[config.mk]
export PLATFORM = sky130hd
export DESIGN_NAME = lcd_bus_ctrl
export DESIGN_NICKNAME = d
export VERILOG_FILES = /design/src/rtl/lcd_bus_pkg.sv /design/src/rtl/lcd_reg_decode.sv /design/src/rtl/lcd_delay_timer.sv /design/src/rtl/lcd_phase_seq.sv /design/src/rtl/lcd_bus_ctrl.sv
export SDC_FILE = /design/constraint.sdc
export NUM_CORES = 1
export LEC_CHECK = 0
export ABC_AREA = 1
export BUFFER_PORTS_ARGS = -buffer_cell sky130_fd_sc_hd__buf_2
export CORE_ASPECT_RATIO = 0.6
export CORE_MARGIN = 2
export CORE_UTILIZATION = 40
export CTS_CLUSTER_DIAMETER = 200
export DETAILED_ROUTE_END_ITERATION = 8
export HOLD_SLACK_MARGIN = 0.12
export PLACE_DENSITY = 0.6
export REMOVE_ABC_BUFFERS = 1
export SYNTH_ARGS = -nofsm -noshare
export SYNTH_HDL_FRONTEND = slang
export SYNTH_SLANG_ARGS = --single-unit
[constraint.sdc]
create_clock -name clk -period 1.9 [get_ports clk]
set_input_delay 0.095 -clock clk [delete_from_list [all_inputs] [get_ports clk]]
set_output_delay 0.095 -clock clk [all_outputs]
set_load 0.02 [all_outputs]
[src/rtl/lcd_bus_pkg.sv]
package lcd_bus_pkg;

    typedef enum logic [2:0] {
        ST_IDLE   = 3'd0,
        ST_SETUP  = 3'd1,
        ST_STROBE = 3'd2,
        ST_HOLD   = 3'd3,
        ST_WAIT   = 3'd4
    } lcd_state_e;

    // Instructions that need the long settling delay: clear (0x01), home (0x02/0x03)
    function automatic logic is_slow_cmd(input logic [7:0] b);
        return (b[7:2] == 6'd0) && (b[1:0] != 2'd0);
    endfunction

endpackage

[src/rtl/lcd_reg_decode.sv]
module lcd_reg_decode
    import lcd_bus_pkg::*;
#(
    parameter int DW = 8
) (
    input  logic          clk,
    input  logic          rst_n,
    input  logic          cpu_wr,
    input  logic          cpu_addr,
    input  logic [DW-1:0] cpu_wdata,
    input  logic          ready,
    output logic          accept,
    output logic          lat_rs,
    output logic [DW-1:0] lat_db,
    output logic          lat_slow,
    output logic [DW-1:0] rdata
);

    assign accept = cpu_wr && ready;

    always_ff @(posedge clk) begin
        if (!rst_n) begin
            lat_rs   <= 1'b0;
            lat_db   <= '0;
            lat_slow <= 1'b0;
        end else if (accept) begin
            lat_rs   <= cpu_addr;
            lat_db   <= cpu_wdata;
            lat_slow <= !cpu_addr && is_slow_cmd(cpu_wdata[7:0]);
        end
    end

    // Both addresses return the same status byte
    always_comb begin
        rdata         = '0;
        rdata[DW-1]   = ready;
    end

endmodule

[src/rtl/lcd_delay_timer.sv]
module lcd_delay_timer #(
    parameter int SHORT_WAIT = 3700,
    parameter int LONG_WAIT  = 152000,
    localparam int TW = $clog2(LONG_WAIT + 1)
) (
    input  logic clk,
    input  logic rst_n,
    input  logic load,
    input  logic slow,
    input  logic run,
    output logic expired
);

    localparam logic [TW-1:0] SHORT_LOAD = TW'(SHORT_WAIT - 1);
    localparam logic [TW-1:0] LONG_LOAD  = TW'(LONG_WAIT - 1);

    logic [TW-1:0] remain;

    always_ff @(posedge clk) begin
        if (!rst_n) begin
            remain <= '0;
        end else if (load) begin
            remain <= slow ? LONG_LOAD : SHORT_LOAD;
        end else if (run && remain != '0) begin
            remain <= remain - 1'b1;
        end
    end

    assign expired = (remain == '0);

endmodule

[src/rtl/lcd_phase_seq.sv]
module lcd_phase_seq
    import lcd_bus_pkg::*;
#(
    parameter int SETUP_CYC   = 5,
    parameter int EN_HIGH_CYC = 25,
    parameter int CYCLE_CYC   = 60,
    localparam int CW = $clog2(CYCLE_CYC + 1)
) (
    input  logic clk,
    input  logic rst_n,
    input  logic accept,
    input  logic timer_expired,
    output logic ready,
    output logic en,
    output logic timer_load,
    output logic timer_run
);

    localparam logic [CW-1:0] SETUP_LAST  = CW'(SETUP_CYC - 1);
    localparam logic [CW-1:0] STROBE_LAST = CW'(SETUP_CYC + EN_HIGH_CYC - 1);
    localparam logic [CW-1:0] CYCLE_LAST  = CW'(CYCLE_CYC - 1);

    lcd_state_e    state, state_nx;
    logic [CW-1:0] elapsed;

    // State register
    always_ff @(posedge clk) begin
        if (!rst_n) begin
            state <= ST_IDLE;
        end else begin
            state <= state_nx;
        end
    end

    // Cycles since acceptance
    always_ff @(posedge clk) begin
        if (!rst_n) begin
            elapsed <= '0;
        end else if (accept) begin
            elapsed <= '0;
        end else if (state != ST_IDLE && state != ST_WAIT) begin
            elapsed <= elapsed + 1'b1;
        end
    end

    // Next-state logic
    always_comb begin
        state_nx = state;
        unique case (state)
            ST_IDLE:   if (accept)                   state_nx = ST_SETUP;
            ST_SETUP:  if (elapsed == SETUP_LAST)    state_nx = ST_STROBE;
            ST_STROBE: if (elapsed == STROBE_LAST)   state_nx = ST_HOLD;
            ST_HOLD:   if (elapsed == CYCLE_LAST)    state_nx = ST_WAIT;
            ST_WAIT:   if (timer_expired)            state_nx = ST_IDLE;
            default:                                 state_nx = ST_IDLE;
        endcase
    end

    // Outputs
    always_comb begin
        ready      = 1'b0;
        en         = 1'b0;
        timer_load = 1'b0;
        timer_run  = 1'b0;
        unique case (state)
            ST_IDLE:   ready = 1'b1;
            ST_SETUP:  ;
            ST_STROBE: en = 1'b1;
            ST_HOLD:   timer_load = (elapsed == CYCLE_LAST);
            ST_WAIT:   timer_run = 1'b1;
            default:   ;
        endcase
    end

endmodule

[src/rtl/lcd_bus_ctrl.sv]
module lcd_bus_ctrl #(
    parameter int SETUP_CYC   = 5,
    parameter int EN_HIGH_CYC = 25,
    parameter int CYCLE_CYC   = 60,
    parameter int SHORT_WAIT  = 3700,
    parameter int LONG_WAIT   = 152000
) (
    input  logic       clk,
    input  logic       rst_n,
    input  logic       cpu_wr,
    input  logic       cpu_addr,
    input  logic [7:0] cpu_wdata,
    output logic [7:0] cpu_rdata,
    output logic       lcd_rs,
    output logic       lcd_en,
    output logic [7:0] lcd_db
);

    logic ready, accept, slow, t_load, t_run, t_exp;

    lcd_reg_decode #(.DW(8)) u_dec (
        .clk      (clk),
        .rst_n    (rst_n),
        .cpu_wr   (cpu_wr),
        .cpu_addr (cpu_addr),
        .cpu_wdata(cpu_wdata),
        .ready    (ready),
        .accept   (accept),
        .lat_rs   (lcd_rs),
        .lat_db   (lcd_db),
        .lat_slow (slow),
        .rdata    (cpu_rdata)
    );

    lcd_phase_seq #(
        .SETUP_CYC  (SETUP_CYC),
        .EN_HIGH_CYC(EN_HIGH_CYC),
        .CYCLE_CYC  (CYCLE_CYC)
    ) u_seq (
        .clk          (clk),
        .rst_n        (rst_n),
        .accept       (accept),
        .timer_expired(t_exp),
        .ready        (ready),
        .en           (lcd_en),
        .timer_load   (t_load),
        .timer_run    (t_run)
    );

    lcd_delay_timer #(
        .SHORT_WAIT(SHORT_WAIT),
        .LONG_WAIT (LONG_WAIT)
    ) u_tmr (
        .clk    (clk),
        .rst_n  (rst_n),
        .load   (t_load),
        .slow   (slow),
        .run    (t_run),
        .expired(t_exp)
    );

endmodule

# Word level (Yosys, flattened, before mapping)
# Cells that the tools add are included.
# word_totals
word_cells	50
in_bits	12
output_inout_bits	18
regBits	37
# classes
n_eq_ne	13
addsub	2
reduce_logical	15
mux	13
bitwise_logic	1
# ops
operator	n
$mux W18	3
$logic_not A18 Y1	1
$reduce_bool A18 Y1	1
$sub A18 B1 Y18 const B	1
$mux W3	5
$pmux W3 S5	1
$add A6 B1 Y6 const B	1
$eq A3 B2 Y1 const B	2
$eq A6 B3 Y1 const B	1
$eq A6 B5 Y1 const B	1
$eq A6 B6 Y1 const B	1
$logic_not A6 Y1	1
$ne A2 B1 Y1 const B	3
$logic_and A1 B1 Y1	5
$reduce_and A5 Y1	1
$mux W1	4
$ne A2 B2 Y1 const B	2
$reduce_bool A2 Y1	2
$eq A3 B1 Y1 const B	1
$eq A3 B3 Y1 const B	1
$logic_not A3 Y1	1
$ne A3 B3 Y1 const B	1
$reduce_bool A3 Y1	1
$reduce_or A2 Y1	1
2 further kinds	2

# Depth between registers and ports, before layout
# depth
word_depth	5
mapped_depth	12
mapped_depth_nobuf	12

# Hierarchy
# A second synthesis with hierarchy kept.
# unflattened
cells_unflattened	330
area_unflattened_um2	2165.8
# modules_own_cells
module	area_each_um2	seq_area_each_um2	cells_per_inst	n_inst
lcd_delay_timer	1136.1	360.3	186	1
lcd_phase_seq	579.3	180.2	85	1
lcd_reg_decode	450.4	200.2	59	1

# Worst setup path before layout
# Ideal clock, no wire load.
# synth_path
path_kind	register -> register
from	reg u_seq.state[1]
to	reg u_seq.state[1]
period_less_slack_ns	1.552
n_path_buf	0
arrival_ns	1.439
setup_slack_ns	0.348
required_ns	1.787
stages_incl_launch_ff	10
setup_time_ns	0.113
path_cell_list	dfxtp_1 > inv_1 > nor3_1 > nand2_1 > nand2_1 > nor2_1 > nand2_4 > nand2_1 > nand2_1 > nor2_1
# synth_between
elab_chain_len	5
elab_cells_between_ends	14
classes_between	eq/ne (9); mux (2); reduce/logical (3)
# synth_rtl
item	line	rtl
from (decl)	lcd_phase_seq.sv:23	lcd_state_e state, state_nx;
from (signal assigned)	lcd_phase_seq.sv:31	state <= state_nx;
$logic_not A3 Y1	lcd_phase_seq.sv:49, lcd_phase_seq.sv:65	
$mux W1	lcd_phase_seq.sv:65	unique case (state)
$logic_and A1 B1 Y1	lcd_reg_decode.sv:19	assign accept = cpu_wr && ready;
$ne A2 B2 Y1 (no source line)	n/a	
$reduce_and A5 Y1 (no source line)	n/a	
# Parallel ways exist; a longest one is shown, timed or not.
# A chain may end at the register's enable or synchronous reset.

# Final worst setup path
# layout_path
from	reg u_tmr.remain[0]
to	reg u_tmr.remain[3]
# layout_between
elab_chain_len	3
elab_cells_between_ends	6
classes_between	add/sub (1); mux (2); reduce/logical (3)
# layout_rtl
item	line	rtl
from (decl)	lcd_delay_timer.sv:17	logic [TW-1:0] remain;
from (signal assigned)	lcd_delay_timer.sv:23	remain <= slow ? LONG_LOAD : SHORT_LOAD;
from (signal assigned)	lcd_delay_timer.sv:25	remain <= remain - 1'b1;
$sub A18 B1 Y18 / $reduce_bool A18 Y1 (equally long branches)	lcd_delay_timer.sv:25, lcd_delay_timer.sv:24	
$mux W18 / $logic_and A1 B1 Y1 (equally long branches)	lcd_delay_timer.sv:24	end else if (run && remain != '0) begin
$mux W18 / $reduce_bool A2 Y1 (equally long branches)	n/a	
# Parallel ways exist; a longest one is shown, timed or not. The select of a mux whose other input is x is not followed.

==> flow_metrics.py <==
metrics = {
    "final_layout": {
        "final_common_cell": "nand2_1",
        "area_delta_synth_final_pct": 17.7,
        "drive_gt1_share_pct": 17.8,
        "final_cell_mix": "88 x nand2_1, 52 x nor2_1, 40 x inv_1, 37 x dfxtp_1, 26 x nand3_1",
        "fin_cells": 468,
        "n_antenna_cell": 0,
        "nFillCells": 587,
        "nNetsFinal": 403,
    },
    "global_route": {
        "antenna_found_initial": 0,
        "gr-total-overflow": 0,
        "grt_pass1_wl_mm": 9.69,
        "grtUsageMet2_pct": 25.7,
        "grt_max_degree": 19,
        "grt_pass1_vias": 1983,
        "grt.total_usage_pct": 19.5,
        "use_met1_pct": 30.8,
        "busiest_layer": "met1",
        "met3_usage_pct": 5.48,
    },
    "placed_design": {
        "pre_cts_slack_ns": 0.137,
        "port_buffers": 22,
        "place_inst": 451,
        "place.gp.congestion": 0.876,
        "dp_hpwl_mm": 4.34,
    },
    "critical_path": {
        "cp_slowest_cell": "dfxtp_1",
        "worstSetupStartpointType": "register",
        "worstPathArrival_ns": 1.88,
        "cp.required_ns": 2.09,
        "crit_chain": "inv_1 > ha_1 > nand2_4 > nor2_8 > nand3_4 > nand2_8 > nand2_8 > inv_2 > nand2_1 > nand2_1 > inv_1",
        "worstPathMaxFanout": 18,
        "max_stage_delay_ns": 0.31,
        "path_class": "reg -> reg",
        "cp-end-kind": "register",
    },
    "power": {
        "power_density_mw_per_mm2": 842,
        "worst_ir_drop_vdd_mv": 0.399,
        "power_leakage_nw": 1.32,
    },
    "cts": {
        "tritoncts": "yes",
        "clock-sinks": 37,
        "clk_pin_slew_ns": 0.08,
        "cts_root_buffer": "clkbuf_8",
        "htreeDepth": 2,
        "clk_latency_ns": 0.29,
        "numCtsBuffers": 5,
        "clockBufferDepth": 2,
        "postCtsSetupBuffers": 0,
    },
    "routing": {
        "antenna_left": 0,
        "routed_via_density": 4.67,
        "routed-via-count": 2185,
        "first_pass_iters": 4,
        "drc": 0,
        "dr.first_iter.drc_count": 121,
        "routed_wl_mm": 5.67,
        "wl_per_cell_um": 12.1,
    },
    "sta": {
        "finalCritPeriodShare_pct": 88.8,
        "setup_tns_ns": 0,
        "hold_viol_final": 0,
        "max_freq_mhz": 593,
        "drv_slew": 0,
        "rsz0062_at_grt": "no",
        "post-route-worst-setup-slack_ns": 0.213,
        "setup_viol": 0,
        "period_needed_ns": 1.69,
        "skew_ns": 0.00582,
    },
    "yosys": {
        "synth.distinct_cells": 36,
        "ys.flop_type": "dfxtp_1",
        "synthCells": 351,
        "netlist_area_mm2": 0.00230,
        "synth_edf_count": 0,
        "ys_seq_area_share_pct": 32.2,
        "async_reset_ff_share_pct": 0,
        "syn_area_per_cell_um2": 6.56,
        "synth-seq-cells": 37,
        "yosysWarnings": 0,
    },
    "floorplan": {
        "ios": 30,
        "die_h_um": 62.8,
        "rows": 21,
        "fp.coreArea_mm2": 0.00557,
        "die_area_mm2": 0.00640,
        "die_x_um": 102,
        "start_util_pct": 41.3,
    },
    "run_status": {
        "outcome": "finished, final reports clean",
    },
    "hold_path": {
        "hold_class": "in -> reg",
    },
    "run": {
        "maxCapViolCount": 0,
    },
}
==> worst paths after layout <==
kind                                      start               to  slack, ns  cells past startpoint
worst max-delay path            u_tmr.remain[0]  u_tmr.remain[3]       0.21                     11
worst min-delay path                      rst_n   u_seq.state[1]       0.20                      3
worst max register to register  u_tmr.remain[0]  u_tmr.remain[3]       0.21                     11
worst min register to register  u_dec.lat_db[6]  u_dec.lat_db[6]       0.46                      2
==> critical path, delay by kind of cell (launching register included) <==
family                     cells  cell delay (ns)
and+or+nand+nor                7             0.78
DFF                            1             0.31
buffers and inverters          3             0.26
adders and majority gates      1             0.24
==> Yosys cell counts (2+ instances only) <==
cell type	number	area share, %
a21oi_1	21	4.6
a31oi_1	2	0.54
buf_2	2	0.43
buf_4	9	2.9
dfxtp_1	37	32
ha_1	4	2.2
inv_1	40	6.5
inv_2	5	0.82
nand2_1	88	14
nand2_2	5	1.4
nand2_4	4	2.0
nand3_1	26	5.7
nand3_2	2	0.87
nand3_4	2	1.5
nor2_1	52	8.5
nor2_2	6	1.6
nor2_4	4	2.0
nor3_1	6	1.3
o21ai_0	12	2.6
o21ai_1	5	1.1
or2_2	3	0.82
xor2_1	2	0.76
==> repair_timing <==
action / in CTS / in global routing
gates resized for setup: 0 / 3
hold endpoints to repair: 10 / 0
hold buffers: 9 / 0
endpoints found under the setup margin: 0 / 5
==> logic make-up (layout without fill, tap and decap cells) <==
group                      Yosys count  after routing  synth area share [%]
and+or+nand+nor                    204            204                  42.5
other                                1              7                 0.163
buffers and inverters               60             91                  12.4
xor gates and xnor gates             3              3                  1.14
AOI/OAI and AO/OA                   42             42                  9.46
DFF                                 37             37                  32.2
adders and majority gates            4              4                  2.17
==> per-layer routing <==
layer | wire [µm] | share of wire, %
met1 | 3090 | 54
met3 | 515 | 9.1
met2 | 2020 | 36
met4 | 44 | 0.78
met5 | 0 | 0
==> state kept, by name, indices dropped and copies added (netlist names) <==
name / count
u_dec.lat_db: 8
u_tmr.remain: 18
u_dec.lat_slow: 1
u_seq.elapsed: 6
u_seq.state: 3
u_dec.lat_rs: 1
==> metrics by stage <==
stage	hold slack (ns)	utilization [%]	power [mW]	cell area (µm²)
final	0.198	48.6	2.28	2710
after global placement	0.358	44.3	1.48	2470
after global routing	0.204	48.6	2.43	2710
after detailed placement	0.362	44.3	1.47	2470
after floorplan	0.215	-	1.31	2210
after CTS	0.187	48.3	2.31	2690
==> report_power, final <==
group / internal, mW / switching [mW] / leakage, nW
registers: 0.843 / 0.0558 / 0.300
clock network: 0.522 / 0.286 / 0.0681
logic: 0.194 / 0.380 / 0.950
==> layout make-up <==
cell class                 instances  area [µm²]  area share, %
clock inverter                     3        65.1           2.40
sequential                        37         741           27.3
clock buffer                       5        68.8           2.54
timing repair buffer              37         245           9.05
multi-input combinational        260        1320           48.6
inverter                          46         173           6.37
tap                               80         100           3.70
Note: power is estimated with default switching activity, not from simulation.
